## config.mk

```make
export PLATFORM = sky130hd
export DESIGN_NAME = chaser_seq
export DESIGN_NICKNAME = d
export VERILOG_FILES = /design/src/rtl/chaser_pkg.sv /design/src/rtl/chaser_next.sv /design/src/rtl/chaser_reg.sv /design/src/rtl/chaser_loop_detect.sv /design/src/rtl/chaser_seq.sv
export SDC_FILE = /design/constraint.sdc
export NUM_CORES = 1
export LEC_CHECK = 0
export ABC_AREA = 1
export BUFFER_PORTS_ARGS = -buffer_cell sky130_fd_sc_hd__buf_2
export CORE_AREA = 3 3 40 42
export CTS_BUF_LIST = sky130_fd_sc_hd__clkbuf_8
export DETAILED_ROUTE_END_ITERATION = 10
export DIE_AREA = 0 0 43 45
export SYNTH_ARGS = -nofsm -noshare
export SYNTH_HDL_FRONTEND = slang
export SYNTH_SLANG_ARGS = --single-unit
```

## constraint.sdc

```tcl
create_clock -name clk -period 0.8 [get_ports clk]
set_input_delay 0.12 -clock clk [delete_from_list [all_inputs] [get_ports clk]]
set_output_delay 0.12 -clock clk [all_outputs]
set_load 0.02 [all_outputs]
```

## src/rtl/chaser_pkg.sv

```systemverilog
// Package: shared width and type for the light chaser.
// Assumes the lamp vector is ordered with the top lamp in the MSB.
package chaser_pkg;
    localparam int unsigned LAMP_W = 3;
    typedef logic [LAMP_W-1:0] lamp_t;
endpackage

```

## src/rtl/chaser_next.sv

```systemverilog
// chaser_next: combinational next-state function of the chaser.
// Each bit takes the bit below it, and bit 0 is set only when every bit is clear.
// Assumes W >= 2. Every code drains into the one-hot walk within W-1 steps.
module chaser_next #(
    parameter int unsigned W = 3
) (
    input  logic [W-1:0] cur_i,
    output logic [W-1:0] nxt_o
);
    // Upper bits: shift the pattern up by one position.
    for (genvar g = 1; g < W; g++) begin : g_shift
        assign nxt_o[g] = cur_i[g-1];
    end

    // Bit 0: reload a lamp only after the pattern has fully drained.
    assign nxt_o[0] = ~(|cur_i);
endmodule

```

## src/rtl/chaser_reg.sv

```systemverilog
// chaser_reg: state register with the priority reset > preload > step > hold.
// Assumes all controls are synchronous to clk. Reset is active low.
module chaser_reg #(
    parameter int unsigned W = 3
) (
    input  logic         clk,
    input  logic         rst_n,
    input  logic         step_en,
    input  logic         load_en,
    input  logic [W-1:0] load_val,
    input  logic [W-1:0] nxt_i,
    output logic [W-1:0] state_q
);
    // Update the state on each edge according to the priority order.
    always_ff @(posedge clk) begin
        if (!rst_n) begin
            state_q <= '0;
        end else if (load_en) begin
            state_q <= load_val;
        end else if (step_en) begin
            state_q <= nxt_i;
        end
    end
endmodule

```

## src/rtl/chaser_loop_detect.sv

```systemverilog
// chaser_loop_detect: flags codes that belong to the main loop.
// The loop codes are all-zero or a single set bit. Purely combinational.
module chaser_loop_detect #(
    parameter int unsigned W = 3
) (
    input  logic [W-1:0] state_i,
    output logic         in_loop_o
);
    logic [W-1:0] dec;

    // Clearing the lowest set bit leaves zero only for at most one set bit.
    always_comb begin
        dec       = state_i - W'(1);
        in_loop_o = ((state_i & dec) == '0);
    end
endmodule

```

## src/rtl/chaser_seq.sv

```systemverilog
// chaser_seq: top level of the four-step light chaser.
// Connects the next-state function, the state register and the loop flag.
// Assumes step_en is a single-cycle pacing tick from the surrounding logic.
module chaser_seq
    import chaser_pkg::*;
(
    input  logic        clk,
    input  logic        rst_n,
    input  logic        step_en,
    input  logic        load_en,
    input  logic [2:0]  load_val,
    output logic [2:0]  lamp_o,
    output logic        in_main
);
    lamp_t state_q;
    lamp_t nxt;

    chaser_next #(.W(LAMP_W)) u_next (
        .cur_i (state_q),
        .nxt_o (nxt)
    );

    chaser_reg #(.W(LAMP_W)) u_reg (
        .clk      (clk),
        .rst_n    (rst_n),
        .step_en  (step_en),
        .load_en  (load_en),
        .load_val (load_val),
        .nxt_i    (nxt),
        .state_q  (state_q)
    );

    chaser_loop_detect #(.W(LAMP_W)) u_loop (
        .state_i   (state_q),
        .in_loop_o (in_main)
    );

    assign lamp_o = state_q;
endmodule

```

Word level (Yosys, flattened, before mapping)
Index checks and enable logic that the tools add are counted.
{"block": "classes", "addsub": 1, "n_mux": 2, "bitwise_logic": 2, "reduce_logical": 3}
{"cell": "two-way mux 3 bit", "count": 2}
{"cell": "bitwise AND 3 bit", "count": 1}
{"cell": "zero test 3 bit", "count": 1}
{"cell": "OR reduction 3 bit", "count": 1}
{"cell": "subtractor 3 x 1 -> 3 bit (second input constant)", "count": 1}
{"cell": "nonzero test 2 bit", "count": 1}
{"cell": "NOT 1 bit", "count": 1}
{"block": "totals", "regBits": 3, "inputBits": 7, "out_inout_bits": 4, "elab_cells": 9}

Longest topological paths before layout
Gate-level depths: netlist (run 1).
{"block": "depth", "ltp_word": 4, "depth_mapped": 5, "mapped_depth_nobuf": 5}

By module
Synthesis (run 1) repeated with hierarchy kept, for this count alone.
{"block": "hier_totals", "cells_unflattened": 36, "area_unflattened_um2": 203.9}
{"mod": "chaser_reg", "instances": 1, "cells_per_inst": 23, "area_per_inst_um2": 145.1, "seq_area_each_um2": 60.1}
{"mod": "chaser_next", "instances": 1, "cells_per_inst": 6, "area_per_inst_um2": 32.5, "seq_area_each_um2": 0.0}
{"mod": "chaser_loop_detect", "instances": 1, "cells_per_inst": 7, "area_per_inst_um2": 26.3, "seq_area_each_um2": 0.0}

Worst setup path after synthesis (run 1)
No wires, ideal clock.
{"block": "synth_path", "path_type": "register -> output", "startpoint": "reg u_reg.state_q[1]", "endpoint": "out in_main", "arrival_time_ps": 913, "t_required_ps": 680, "path_slack_ps": -233, "path_stages_with_launch": 3, "n_path_buf": 0, "path_cell_list": "dfxtp_1 > nor2_1 > or2_2"}
{"block": "synth_via", "elab_chain_cells": 3}
{"element": "from (decl)", "line_no": "chaser_reg.sv:12", "rtl": "output logic [W-1:0] state_q"}
{"element": "from (signal assigned)", "line_no": "chaser_reg.sv:19", "rtl": "state_q <= load_val;"}
{"element": "from (signal assigned)", "line_no": "chaser_reg.sv:21", "rtl": "state_q <= nxt_i;"}
{"element": "subtractor 3 x 1 -> 3 bit", "line_no": "chaser_loop_detect.sv:13", "rtl": "dec = state_i - W'(1);"}
{"element": "bitwise AND 3 bit (*)", "line_no": "chaser_loop_detect.sv:14", "rtl": "in_loop_o = ((state_i & dec) == '0);"}
{"element": "zero test 3 bit (*)", "line_no": "chaser_loop_detect.sv:14"}
{"element": "to (decl)", "line_no": "chaser_seq.sv:13", "rtl": "output logic in_main"}
Every way passes the cells marked *; elsewhere a longest branch is shown, timed or not.

Worst setup path in the final report (run 1)
Same ends and word-level chain as after synthesis.

==> results of run 1 <==
-- what timing repair did --
action,4_1_cts,5_1_grt
endpoints found under the setup margin,6,7
pin swaps,2,6
resized for setup,17,9
buffers inserted,3,2
-- kinds of logic after synthesis --
family | share of synthesized area (%)
AO/OA/AOI/OAI | 8.82
buffers and inverters | 13.2
flip-flops | 35.3
AND/OR/NAND/NOR | 42.6
-- routing by layer --
layer | vias to the layer above | global-route usage [%]
met5 | - | 0
met1 | 100 | 6.97
li1 | 133 | -
met4 | 0 | 1.81
met3 | 0 | 5.98
met2 | 11 | 8.68
-- cell usage in the layout (no fill, tap or decap), drive strengths merged --
| master | synthesis | routed |
|---|---|---|
| a21oi | 3 | 3 |
| buf | 0 | 18 |
| clkbuf | 0 | 3 |
| dfxtp | 3 | 3 |
| inv | 6 | 7 |
| nand2 | 8 | 8 |
| nand3 | 5 | 5 |
| nor2 | 3 | 3 |
| or2 | 1 | 1 |
-- per-stage QoR --
step	hold WS (ns)	worst slack (ns)	utilization, %	std cells	TNS (ns)
after floorplan	0.217	-0.0269	-	29	-0.0269
after global placement	0.333	-0.0870	21.8	58	-0.107
after detailed placement	0.350	-0.0927	21.8	58	-0.132
after CTS	0.121	-0.298	31.7	65	-0.829
after global routing	0.134	-0.325	34.8	66	-1.15
final	0.126	-0.300	34.8	66	-0.947
-- worst paths after layout --
check | cells after the start | to | startpoint | slack, ns
setup / recovery | 3 | in_main | u_reg.state_q[1]$_SDFFE_PN0P_ | -0.30
hold / removal | 3 | u_reg.state_q[1]$_SDFFE_PN0P_ | rst_n | 0.13
setup reg to reg | 6 | u_reg.state_q[1]$_SDFFE_PN0P_ | u_reg.state_q[0]$_SDFFE_PN0P_ | -0.07
hold reg to reg | 3 | u_reg.state_q[0]$_SDFFE_PN0P_ | u_reg.state_q[0]$_SDFFE_PN0P_ | 0.56
-- critical path, delay by kind of cell (launching register included) --
family / cells / cell delay, ns
buffers and inverters: 1 / 0.13
flip-flops: 1 / 0.35
AND/OR/NAND/NOR: 2 / 0.29
-- power breakdown --
group | switching [W] | leakage [nW] | internal (W) | total, W
sequential | 0.0000131 | 0.0267 | 0.000159 | 0.000172
combinational | 0.0000805 | 0.186 | 0.000104 | 0.000184
clock | 0.000100 | 0.0269 | 0.000327 | 0.000427
-- area by class of cell --
type	instances	share of cell area [%]
flip-flops and latches	3	16.0
inverters	6	5.04
clock buffers	3	9.24
multi-input cells	20	29.4
repair buffers	18	35.3
well taps	15	4.20
clock inverters	1	0.840
==> reports/metrics.cfg, run 1 <==
[timing]
tightest_slew_ns=0.354
period_needed_ns=1.10
finalCritPeriodShare_pct=137
drv_slew=0
rsz0062_at_grt=yes
relSlewSlack_pct=76.3
finalSetupViolations=7
setup_slack_ns=-0.300
skew_ns=0.00207
fmax_ghz=0.909
final-hold-violation-count=0

[power]
powerDensity_nw_per_um2=1750
p_leak_nw=0.240
peakVddDrop_v=0.000842
power_w=0.000783

[routing]
viasPerCell=3.70
met2WireLength_um=283
drt-wirelength-per-cell_um=8.76
drt_first_pass_iters=4
top_layer=met3
drc=0
wirelength_um=578
wl_met1_um=241
drtAntennaViolNets=0
drtIter0Drc=3
route.met3.wl_um=54
route.vias.total=244

[cts]
cts-root-buf=clkbuf_8
holdBufCountCts=0
cts_max_path_buffers=2
clock_sinks=3
path_clk_slew_ns=0.03
clk_latency_ns=0.22
h-tree-depth=1
cts_tree=built
cts_buffers=3

[yosys]
ys_types=8
synth.most_common_cell=nand2_1
yosys_warnings=0
avgSynthCellArea_um2=5.87
synth-async-reset-ratio_pct=0
syn_inst=29
synthFlopType=dfxtp_1
synth_top_area_share_pct=35.3
syn_area_um2=170
synth_edf_count=0
synth_top_cell_by_area=dfxtp_1
syn-num-nets=36
synthTopCellsByCount=nand2_1, inv_1, nand3_1
yosys-top-cells-area=dfxtp_1, nand2_1, nand3_1
seq_area_frac_synth_pct=35.3
ys_ff_latch=3

[die]
design.core.area_um2=1280
die_height_um=45
dieWidth_um=43
fp-row-count=13
die-area_um2=1940
start_util_pct=13.2
num_io_pins=11

[placement]
gp_congestion=0.682
place_hpwl_um=365
dpl_cell_area_um2=280
placement.io_buffers=10

[finish]
largest_reg_flops=3
top_register=u_reg.state_q
area_delta_synth_final_pct=163
drive_above_1_share_pct=68.6
multi_input_area_um2=131
final_area_um2=447
fill_cells=143
regArea_um2=71.3
reg.largest.list=u_reg.state_q (3)
diodes=0
finish.net_count=59

[grt]
grt_pass1_wl_um=834
grt_max_degree=7
grt_antenna_before_repair=0
grt_usage_pct=6.32
grt-ovfl-total=0
first_global_vias=209

[critical_path]
crit_chain=nor2_2 > or2_4 > buf_6
critPathLaunchType=register
arrival_ns=0.98
cpMaxStageDelayCell=dfxtp_4
endpoint_kind=primary output
crit_type=reg2out
cp.required_ns=0.68
critPathMaxStageDelay_ns=0.35
crit_fanout=4

[outcome]
violations=setup timing
status=finished with violations

[hold_path]
min_path_type=in2reg

[run]
drv_cap=0

Note: power is estimated with default switching activity, not from simulation.
==> run 2: changes to the inputs <==
==> constraint.sdc (replaced) <==
create_clock -name clk -period 1.2 [get_ports clk]
set_input_delay 0.18 -clock clk [delete_from_list [all_inputs] [get_ports clk]]
set_output_delay 0.18 -clock clk [all_outputs]
set_load 0.02 [all_outputs]
==> run 2 against run 1 <==
The flow now finishes without violations; sequential share of layout area grew 5.0 points; clock skew grew 0.00073 ns; non-clock buffer count shrank 6; worst hold slack gained 0.052 ns; critical endpoint unchanged; highest routed layer unchanged.
==> reports/metrics.cfg, run 2 (synthesized netlist as in run 1, its figures left out) <==
[timing]
final-hold-violation-count=0  ; unchanged
period_needed_ns=1.15
fmax_ghz=0.869
setup_slack_ns=0.0488  ; was -0.300 ns
fin_setup_tns_ns=0  ; was -0.947 ns
drv_slew=0  ; unchanged
finalCritPeriodShare_pct=95.9
skew_ns=0.00280  ; was 0.00207 ns
relSlewSlack_pct=88.5  ; was 76.3%
rsz0062_at_grt=no  ; was yes
fin_hold_ws_ns=0.178  ; was 0.126 ns
finalSetupViolations=0  ; was 7
tightest_slew_ns=0.171  ; was 0.354 ns

[critical_path]
regToRegSetupSlack_ns=0.38  ; was -0.07 ns
crit_chain=nor2_2 > or2_4 > buf_6  ; unchanged
cpMaxStageDelayCell=dfxtp_4  ; unchanged
crit_fanout=4  ; unchanged
critPathMaxStageDelay_ns=0.35  ; about the same
reg2reg_from=u_reg.state_q[1]$_SDFFE_PN0P_  ; was u_reg.state_q[0]$_SDFFE_PN0P_
cp.required_ns=1.02  ; was 0.68 ns
r2r_cells=5  ; was 6
arrival_ns=0.97  ; was 0.98 ns
critPathLaunchType=register  ; unchanged
crit_type=reg2out  ; unchanged
timing.rr.end=u_reg.state_q[2]$_SDFFE_PN0P_  ; was u_reg.state_q[1]$_SDFFE_PN0P_
endpoint_kind=primary output  ; unchanged

[hold_path]
min_to=u_reg.state_q[1]$_SDFFE_PN0P_  ; unchanged
min_from=rst_n  ; unchanged
min_path_type=in2reg  ; unchanged
min_delay_path_depth=3  ; unchanged

[routing]
drt_first_pass_iters=4  ; unchanged
drc=0  ; unchanged
wirelength_um=487  ; was 578 µm
viasPerCell=3.58  ; was 3.70
drtAntennaViolNets=0  ; unchanged
drtIter0Drc=9  ; was 3
route.vias.total=215  ; was 244
drt-wirelength-per-cell_um=8.12  ; was 8.76 µm

[finish]
largest_reg_flops=3  ; unchanged
multi_input_area_um2=92.6  ; was 131 µm²
reg.largest.list=u_reg.state_q (3)  ; unchanged
layout_commonest_cell=buf_2  ; was buf_6
diodes=0  ; unchanged
drive_above_1_share_pct=46.7  ; was 68.6%
finish.net_count=53  ; was 59
fill_cells=157  ; was 143
area_delta_synth_final_pct=86.0  ; was 163%
regArea_um2=66.3  ; was 71.3 µm²
top_register=u_reg.state_q  ; unchanged
final_area_um2=317  ; was 447 µm²
final_cell_mix=buf_2, nand2_1, inv_1  ; was buf_6, nand2_1, inv_1, buf_2
finish.utilization_pct=24.6  ; was 34.8%

[cts]
cts-root-buf=clkbuf_8  ; unchanged
path_clk_slew_ns=0.03  ; about the same
cts_max_path_buffers=2  ; unchanged
holdBufCountCts=0  ; unchanged
cts_buffers=3  ; unchanged
h-tree-depth=1  ; unchanged
clock_sinks=3  ; unchanged
cts_tree=built  ; unchanged
clk_latency_ns=0.22  ; about the same

[grt]
first_global_vias=216  ; was 209
grt_antenna_before_repair=0  ; unchanged
grt-ovfl-total=0  ; unchanged
grt_usage_pct=6.32  ; about the same
grt_pass1_wl_um=821  ; was 834 µm
grt_max_degree=7  ; unchanged

[run]
drv_cap=0  ; unchanged

[placement]
placement.io_buffers=10  ; unchanged
gp_congestion=0.688  ; was 0.682
place_ws_ns=0.120  ; was -0.0927 ns
dpl_cell_area_um2=239  ; was 280 µm²
place_hpwl_um=346  ; was 365 µm

[die]
design.core.area_um2=1280  ; unchanged
die-area_um2=1940  ; unchanged
num_io_pins=11  ; unchanged
die_height_um=45  ; unchanged
fp-row-count=13  ; unchanged
start_util_pct=13.2  ; unchanged
dieWidth_um=43  ; unchanged

[power]
swShare_pct=24.0  ; was 24.7%
internal_power_w=0.000359  ; was 0.000589 W
p_leak_nw=0.186  ; was 0.240 nW
peakVddDrop_v=0.000310  ; was 0.000842 V
comb_power_share_pct=15.2  ; was 23.5%
powerDensity_nw_per_um2=1490  ; was 1750 nW/µm²
clockPowerShare_pct=60.6  ; was 54.5%
netSwitchingPower_w=0.000114  ; was 0.000194 W
seqPwrFrac_pct=24.2  ; was 22.0%

[outcome]
status=finished clean  ; was finished with violations

## run 2: worst max-delay path by stage
| stage | to | slack (ns) | from | depth (start not counted) |
|---|---|---|---|---|
| 3_5_place_dp | in_main | 0.12 | u_reg.state_q[1]$_SDFFE_PN0P_ | 3 |
| 4_1_cts | in_main | 0.04 | u_reg.state_q[1]$_SDFFE_PN0P_ | 3 |
| 2_1_floorplan | in_main | 0.11 | u_reg.state_q[1]$_SDFFE_PN0P_ | 2 |
| 3_3_place_gp | in_main | 0.13 | u_reg.state_q[1]$_SDFFE_PN0P_ | 3 |
| 5_1_grt | in_main | 0.007 | u_reg.state_q[1]$_SDFFE_PN0P_ | 3 |
| 6_report | in_main | 0.05 | u_reg.state_q[1]$_SDFFE_PN0P_ | 3 |
## run 2: layout make-up
class / instances / share of cell area (%)
clock buffers: 3 / 13.0
clock inverters: 1 / 1.19
inverters: 6 / 7.11
multi-input cells: 20 / 29.2
flip-flops and latches: 3 / 20.9
well taps: 15 / 5.93
repair buffers: 12 / 22.5
## run 2: critical path: cells and delay by family, from the launching register on
kind	cells	cell delay (ns)
AND/OR/NAND/NOR	2	0.28
buffers and inverters	1	0.13
flip-flops	1	0.35
## run 2: metrics by stage
step | total power (W) | std cells
after floorplan | 0.000149 | 29
after global placement | 0.000176 | 54
after detailed placement | 0.000176 | 54
after CTS | 0.000481 | 60
after global routing | 0.000504 | 60
final | 0.000473 | 60
## run 2: what timing repair did
action                                  CTS  global route
setup buffers                             2             0
resized for setup                         6             2
endpoints found under the hold margin     0             0
endpoints found under the setup margin    1             1
cloned                                    0             0
## run 2: metal layers
metal / GRT usage, % / up-vias / wire [µm]
met5: 0 / - / 0
met4: 7.23 / 0 / 0
met3: 3.19 / 0 / 46
met2: 8.98 / 7 / 235
met1: 6.24 / 85 / 205
li1: - / 123 / -
## run 2: power by group through the flow
stage / sequential, W / combinational [W] / clock (W)
2_1_floorplan: 0.000124 / 0.0000255 / 0
4_1_cts: 0.000115 / 0.0000719 / 0.000294
6_report: 0.000114 / 0.0000719 / 0.000287
5_1_grt: 0.000116 / 0.0000810 / 0.000306
3_3_place_gp: 0.000116 / 0.0000593 / 0
3_5_place_dp: 0.000117 / 0.0000592 / 0
